### config.mk
export PLATFORM = sky130hd
export DESIGN_NAME = perst_seq
export DESIGN_NICKNAME = d
export VERILOG_FILES = /design/src/rtl/perst_seq_pkg.sv /design/src/rtl/psq_sync.sv /design/src/rtl/psq_tick.sv /design/src/rtl/psq_timer.sv /design/src/rtl/perst_seq.sv
export SDC_FILE = /design/constraint.sdc
export NUM_CORES = 1
export LEC_CHECK = 0
export BUFFER_PORTS_ARGS = -buffer_cell sky130_fd_sc_hd__buf_4
export CAP_MARGIN = 20
export CORE_MARGIN = 2
export CORE_UTILIZATION = 60
export CTS_CLUSTER_SIZE = 20
export DETAILED_ROUTE_END_ITERATION = 10
export GPL_TIMING_DRIVEN = 0
export PLACE_DENSITY_LB_ADDON = 0.1
export SLEW_MARGIN = 20
export SYNTH_ARGS = -nofsm -noshare
export SYNTH_HDL_FRONTEND = slang
export SYNTH_SLANG_ARGS = --single-unit
export TNS_END_PERCENT = 100
### constraint.sdc
create_clock -name clk -period 2.6 [get_ports clk]
set_input_delay 0.39 -clock clk [delete_from_list [all_inputs] [get_ports clk]]
set_output_delay 0.39 -clock clk [all_outputs]
set_load 0.02 [all_outputs]
### src/rtl/perst_seq_pkg.sv
package perst_seq_pkg;
  typedef enum logic [2:0] {
    RESET_HOLD = 3'd0,
    WAIT_POWER = 3'd1,
    WAIT_CLK   = 3'd2,
    RELEASED   = 3'd3,
    CFG_WINDOW = 3'd4,
    ACTIVE     = 3'd5,
    PRE_OFF    = 3'd6
  } seq_state_t;

  function automatic int max2(input int a, input int b);
    return (a > b) ? a : b;
  endfunction
endpackage

### src/rtl/psq_sync.sv
module psq_sync #(
  parameter int WIDTH  = 1,
  parameter int STAGES = 2
) (
  input  logic             clk,
  input  logic             rst,
  input  logic [WIDTH-1:0] d,
  output logic [WIDTH-1:0] q
);
  logic [WIDTH-1:0] chain [STAGES];

  always_ff @(posedge clk) begin
    if (rst) begin
      for (int i = 0; i < STAGES; i++) chain[i] <= '0;
    end else begin
      chain[0] <= d;
      for (int i = 1; i < STAGES; i++) chain[i] <= chain[i-1];
    end
  end

  assign q = chain[STAGES-1];
endmodule

### src/rtl/psq_tick.sv
module psq_tick #(
  parameter int DIV = 1000
) (
  input  logic clk,
  input  logic rst,
  output logic tick
);
  localparam int CW = (DIV > 1) ? $clog2(DIV) : 1;
  localparam logic [CW-1:0] LAST = CW'(DIV - 1);

  logic [CW-1:0] cnt;

  always_ff @(posedge clk) begin
    if (rst) begin
      cnt  <= '0;
      tick <= 1'b0;
    end else begin
      tick <= (cnt == LAST);
      cnt  <= (cnt == LAST) ? '0 : cnt + 1'b1;
    end
  end
endmodule

### src/rtl/psq_timer.sv
module psq_timer #(
  parameter int CAP = 255,
  localparam int W  = $clog2(CAP + 1)
) (
  input  logic         clk,
  input  logic         rst,
  input  logic         clr,
  input  logic         tick,
  output logic [W-1:0] count
);
  localparam logic [W-1:0] CAP_V = W'(CAP);

  always_ff @(posedge clk) begin
    if (rst || clr)                 count <= '0;
    else if (tick && count != CAP_V) count <= count + 1'b1;
  end

  p_saturate_r1: assert property (@(posedge clk) disable iff (rst)
    count <= CAP_V);
endmodule

### src/rtl/perst_seq.sv
module perst_seq
  import perst_seq_pkg::*;
#(
  parameter int CLK_HZ      = 50_000_000,
  parameter int PWR_MS      = 100,
  parameter int CFG_MS      = 100,
  parameter int DET_SLOW_MS = 20,
  parameter int DET_FAST_MS = 100,
  parameter int OFF_MS      = 1
) (
  input  logic       clk,
  input  logic       rst,
  input  logic       pwr_good_i,
  input  logic       refclk_ok_i,
  input  logic       link_detect_i,
  input  logic       fast_link_i,
  input  logic [7:0] clk_lead_ms_i,
  input  logic       sleep_req_i,
  output logic       perst_n_o,
  output logic       cfg_enable_o,
  output logic       power_off_ok_o,
  output logic       detect_timeout_o
);
  localparam int TICK_DIV = (CLK_HZ + 999) / 1000;
  localparam int POST_CAP = max2(CFG_MS, DET_FAST_MS) + 1;
  localparam int PW = $clog2(PWR_MS + 2);
  localparam int LW = $clog2(257);
  localparam int QW = $clog2(POST_CAP + 1);
  localparam int OW = $clog2(OFF_MS + 2);

  logic       tick;
  logic [2:0] sync_q;
  logic       pg_s, clk_s, det_s;
  logic [PW-1:0] pwr_cnt;
  logic [LW-1:0] lead_cnt;
  logic [QW-1:0] post_cnt;
  logic [OW-1:0] off_cnt;
  logic pwr_done, clk_done, cfg_done, off_done, det_late;
  logic det_seen;
  seq_state_t st, nxt;
  logic nxt_rel;

  psq_sync #(.WIDTH(3), .STAGES(2)) u_sync (
    .clk(clk), .rst(rst),
    .d({link_detect_i, refclk_ok_i, pwr_good_i}), .q(sync_q));
  assign {det_s, clk_s, pg_s} = sync_q;

  psq_tick #(.DIV(TICK_DIV)) u_tick (.clk(clk), .rst(rst), .tick(tick));

  // Every "done" needs limit+1 tick edges so the interval is never short.
  psq_timer #(.CAP(PWR_MS + 1)) u_pwr (
    .clk(clk), .rst(rst), .clr(!pg_s), .tick(tick), .count(pwr_cnt));
  psq_timer #(.CAP(256)) u_lead (
    .clk(clk), .rst(rst), .clr(!clk_s), .tick(tick), .count(lead_cnt));
  psq_timer #(.CAP(POST_CAP)) u_post (
    .clk(clk), .rst(rst), .clr(!perst_n_o), .tick(tick), .count(post_cnt));
  psq_timer #(.CAP(OFF_MS + 1)) u_off (
    .clk(clk), .rst(rst), .clr(st != PRE_OFF), .tick(tick), .count(off_cnt));

  assign pwr_done = pwr_cnt  > PW'(PWR_MS);
  assign clk_done = lead_cnt > {1'b0, clk_lead_ms_i};
  assign cfg_done = post_cnt > QW'(CFG_MS);
  assign off_done = off_cnt  > OW'(OFF_MS);
  assign det_late = post_cnt > (fast_link_i ? QW'(DET_FAST_MS) : QW'(DET_SLOW_MS));

  always_comb begin
    nxt = st;
    if (!pg_s) begin
      nxt = RESET_HOLD;
    end else begin
      case (st)
        RESET_HOLD: nxt = WAIT_POWER;
        WAIT_POWER: if (sleep_req_i) nxt = PRE_OFF;
                    else if (pwr_done) nxt = WAIT_CLK;
        WAIT_CLK:   if (sleep_req_i) nxt = PRE_OFF;
                    else if (clk_done) nxt = RELEASED;
        RELEASED:   if (sleep_req_i) nxt = PRE_OFF;
                    else if (cfg_done) nxt = CFG_WINDOW;
        CFG_WINDOW: if (sleep_req_i) nxt = PRE_OFF;
                    else if (det_seen) nxt = ACTIVE;
        ACTIVE:     if (sleep_req_i) nxt = PRE_OFF;
        PRE_OFF:    if (!sleep_req_i) nxt = RESET_HOLD;
        default:    nxt = RESET_HOLD;
      endcase
    end
  end

  assign nxt_rel = (nxt == RELEASED) || (nxt == CFG_WINDOW) || (nxt == ACTIVE);

  always_ff @(posedge clk) begin
    if (rst) begin
      st               <= RESET_HOLD;
      perst_n_o        <= 1'b0;
      cfg_enable_o     <= 1'b0;
      power_off_ok_o   <= 1'b0;
      detect_timeout_o <= 1'b0;
      det_seen         <= 1'b0;
    end else begin
      st             <= nxt;
      perst_n_o      <= nxt_rel;
      cfg_enable_o   <= (nxt == CFG_WINDOW) || (nxt == ACTIVE);
      power_off_ok_o <= (nxt == PRE_OFF) && (st == PRE_OFF) && off_done;
      det_seen       <= nxt_rel && (det_seen || (perst_n_o && det_s));
      detect_timeout_o <= nxt_rel &&
        (detect_timeout_o || (perst_n_o && !det_seen && !det_s && det_late));
    end
  end

  // release only after the power interval has run out
  p_pwr_delay_r1: assert property (@(posedge clk) disable iff (rst)
    $rose(perst_n_o) |-> $past(pwr_done));
  // release only after the clock lead interval has run out
  p_clk_lead_r2: assert property (@(posedge clk) disable iff (rst)
    $rose(perst_n_o) |-> $past(clk_done));
  p_cfg_released_r3: assert property (@(posedge clk) disable iff (rst)
    cfg_enable_o |-> perst_n_o);
  p_cfg_window_r3: assert property (@(posedge clk) disable iff (rst)
    $rose(cfg_enable_o) |-> $past(cfg_done));
  p_sleep_assert_r4: assert property (@(posedge clk) disable iff (rst)
    (perst_n_o && sleep_req_i) |=> !perst_n_o);
  p_offok_in_reset_r4: assert property (@(posedge clk) disable iff (rst)
    power_off_ok_o |-> !perst_n_o);
  p_pg_loss_r5: assert property (@(posedge clk) disable iff (rst)
    $fell(pg_s) |=> (!perst_n_o && !cfg_enable_o && !power_off_ok_o));
  p_sticky_r7: assert property (@(posedge clk) disable iff (rst)
    (detect_timeout_o && perst_n_o && pg_s && !sleep_req_i) |=> detect_timeout_o);
  p_timeout_released_r7: assert property (@(posedge clk) disable iff (rst)
    detect_timeout_o |-> perst_n_o);
endmodule

==> impl_metrics.json <==
{
  "coreArea_mm2": 0.00466,
  "rr_endpoint": "det_seen$_SDFF_PP0_",
  "grt_pass1_vias": 1950,
  "wl_per_cell_um": 11.7,
  "maxCapViolations": 0,
  "grt_pass1_wl_um": 8330,
  "cp_data_required_time_ns": 2.81,
  "crit_path_start_kind": "register",
  "syn_nets": 356,
  "cts_root_buf": "clkbuf_8",
  "hold_path.class": "in -> reg",
  "post_cts_resized": 0,
  "routabilityCongestion": 0.813,
  "postCtsSetupBuffers": 0,
  "fillers": 404,
  "route.top_layer_used": "met4",
  "criticalPathCategory": "reg -> reg",
  "whs_ns": 0.283,
  "clk_pin_slew_ns": 0.11,
  "setup_viol": 0,
  "overflow": 0,
  "htree_levels": 2,
  "utilization": 0.674,
  "synth-edff-count": 0,
  "synth_top_area_cell": "dfxtp_1",
  "maxSlewViolCount": 0,
  "whs_path_depth": 2,
  "finalWirelength_um": 4690,
  "slew_headroom": 0.687,
  "dr_wl_met2_um": 2100,
  "cts_hold_buf": 0,
  "nets": 381,
  "endpoint_kind": "register",
  "grt_use_total": 0.199,
  "fmax_mhz": 465,
  "clock_sinks": 56,
  "final.setup.tns_ns": 0,
  "ant_nets": 0,
  "place_area_mm2": 0.00305,
  "reg2reg_from": "u_lead.count[7]$_SDFFE_PP0P_",
  "syn_to_final_growth_pct": 10.4,
  "cts_buffer_depth": 2,
  "ys_ff_latch": 56,
  "syn_area_mm2": 0.00285,
  "diodes": 0,
  "synth-main-ff-cell": "dfxtp_1",
  "fin_crit_ns": 2.15,
  "drt-met1-wl_um": 2380,
  "p_leak_nw": 1.23,
  "final_cell_area_mm2": 0.00314,
  "drive_above_1_share": 0.110,
  "critPathSlowestCell": "dfxtp_1",
  "cpPeakStageDelay_ns": 0.45,
  "dr_wl_met3_um": 139,
  "post-route-drc-count": 0,
  "drtPass1Iterations": 4,
  "place_hpwl_um": 3580,
  "ir_drop_v": 0.000443,
  "viasPerCell": 5.28,
  "seq_area_frac_synth": 0.394,
  "tightest_slew_ns": 0.466,
  "syn_inst": 319,
  "skew_ns": 0.00964,
  "row_count": 25,
  "ioPinCount": 19,
  "period_share": 0.827,
  "insertion_delay_ns": 0.32,
  "cts_buffers": 5,
  "synth.top_cells.by_area": "dfxtp_1 (39%), ha_1 (9.7%), nor2_1 (6.3%), xor2_1 (5.8%), xnor2_1 (3.7%)",
  "cp_max_fo": 5,
  "crit_arrival_ns": 2.36,
  "post-place-cells": 391,
  "yosysTopAreaCellShare": 0.394,
  "die_h_um": 72.9,
  "cts_tree": "yes",
  "io_buffers": 18,
  "synth.distinct_cells": 48,
  "yosysWarnings": 0,
  "drtIter0Drc": 82,
  "rsz0062_at_grt": "false",
  "regArea_mm2": 0.00112,
  "finalHoldViolCount": 0,
  "grt_max_degree": 20,
  "stdcell_count": 399,
  "syn_area_per_cell_um2": 8.92,
  "power_density_mw_per_mm2": 454,
  "outcome": "finished clean",
  "start_util": 0.610,
  "vias": 2107,
  "r2r_slack_ns": 0.45,
  "die_w_um": 72.9,
  "multiInputGateArea_mm2": 0.00160,
  "reg2regPathDepth": 7,
  "dieArea_mm2": 0.00531,
  "crit_chain": "ha_1 > a211oi_1 > nand2_1 > a2111oi_4 > nor2_2 > o311ai_4 > a21oi_1",
  "hold_start": "refclk_ok_i",
  "synthArstFlopShare": 0,
  "whs_endpoint": "u_sync.chain[0][1]$_SDFF_PP0_",
  "antenna_found_initial": 0
}
-- area by class of cell --
class,instances,share of cell area
flip-flops and latches,56,0.357
repair buffers,18,0.0430
multi-input cells,234,0.510
plain buffers,8,0.0139
clock inverters,3,0.00796
well taps,54,0.0215
clock buffers,5,0.0219
inverters,21,0.0251
-- report_power, final --
group / switching [mW] / internal, mW / leakage (nW)
clock network: 0.299 / 0.197 / 0.0452
registers: 0.00431 / 0.866 / 0.453
logic: 0.0289 / 0.0314 / 0.728
-- per-stage QoR --
step,power (mW),setup WS [ns]
after global routing,1.49,0.271
after global placement,0.949,0.387
after floorplan,0.924,0.611
final,1.43,0.449
after detailed placement,0.951,0.346
after CTS,1.45,0.423
-- worst max-delay path by stage --
stage / endpoint / startpoint
finish: det_seen$_SDFF_PP0_ / u_lead.count[7]$_SDFFE_PP0P_
global route: det_seen$_SDFF_PP0_ / u_lead.count[7]$_SDFFE_PP0P_
CTS: det_seen$_SDFF_PP0_ / u_lead.count[7]$_SDFFE_PP0P_
detailed placement: detect_timeout_o$_SDFF_PP0_ / clk_lead_ms_i[7]
global placement: det_seen$_SDFF_PP0_ / clk_lead_ms_i[7]
floorplan: det_seen$_SDFF_PP0_ / clk_lead_ms_i[7]
-- synth_stat cells, types with 2 or more instances --
cell / count
o211ai_1: 2
nor3_1: 5
nand3_1: 10
dfxtp_1: 56
inv_1: 21
xnor2_1: 12
nand4_1: 8
ha_1: 22
a21oi_1: 12
o21ai_0: 5
nand2_1: 22
o21ai_1: 2
and3_1: 10
o31a_1: 2
or3_1: 4
nor4b_1: 3
clkbuf_1: 2
xor2_1: 19
a211oi_1: 2
buf_2: 3
mux2i_1: 2
buf_1: 2
nor2b_1: 10
o21a_1: 3
nor3b_1: 2
nand2b_1: 9
nor2_1: 48
-- registers in the layout, indices dropped and copies added, names as in the netlist --
signal	cells
detect_timeout_o	1
u_tick.cnt	16
det_seen	1
perst_n_o	1
cfg_enable_o	1
power_off_ok_o	1
u_off.count	2
u_pwr.count	7
u_lead.count	9
u_sync.chain	6
u_tick.tick	1
u_post.count	7
st	3
-- critical path, delay by kind of cell, from the launching register on --
kind / cells / cell delay, ns
adders and majority gates: 1 / 0.29
AOI/OAI and AO/OA: 4 / 1.05
DFF: 1 / 0.45
and+or+nand+nor: 2 / 0.26
-- kinds of logic after synthesis --
logic type               after synthesis  synth area share
AND/OR/NAND/NOR                      142             0.257
flip-flops                            56             0.394
AO/OA/AOI/OAI                         37             0.107
XOR/XNOR                              31            0.0954
buffers and inverters                 29            0.0431
adder cells (fa/ha/maj)               22            0.0967
multiplexers                           2           0.00704
-- metal layers --
metal,track usage,vias up
li1,-,1122
met1,0.257,952
met2,0.332,27
met3,0.0456,6
met4,0.0617,0
met5,0,-
-- cells in the final DEF, fill, tap and decap left out, drive strengths merged, types with 4 or more instances in the layout --
cell / netlist / routed
dfxtp: 56 / 56
ha: 22 / 22
nor2: 49 / 49
o21ai: 7 / 7
inv: 21 / 23
buf: 5 / 23
nand4: 8 / 8
nand3: 10 / 10
nor2b: 10 / 10
and3: 10 / 10
clkbuf: 3 / 8
nand2b: 9 / 9
a21oi: 12 / 12
nand2: 22 / 22
xnor2: 12 / 12
xor2: 19 / 19
nor3: 5 / 5
or3: 4 / 4
No activity file was read; power rests on OpenSTA's default activity.
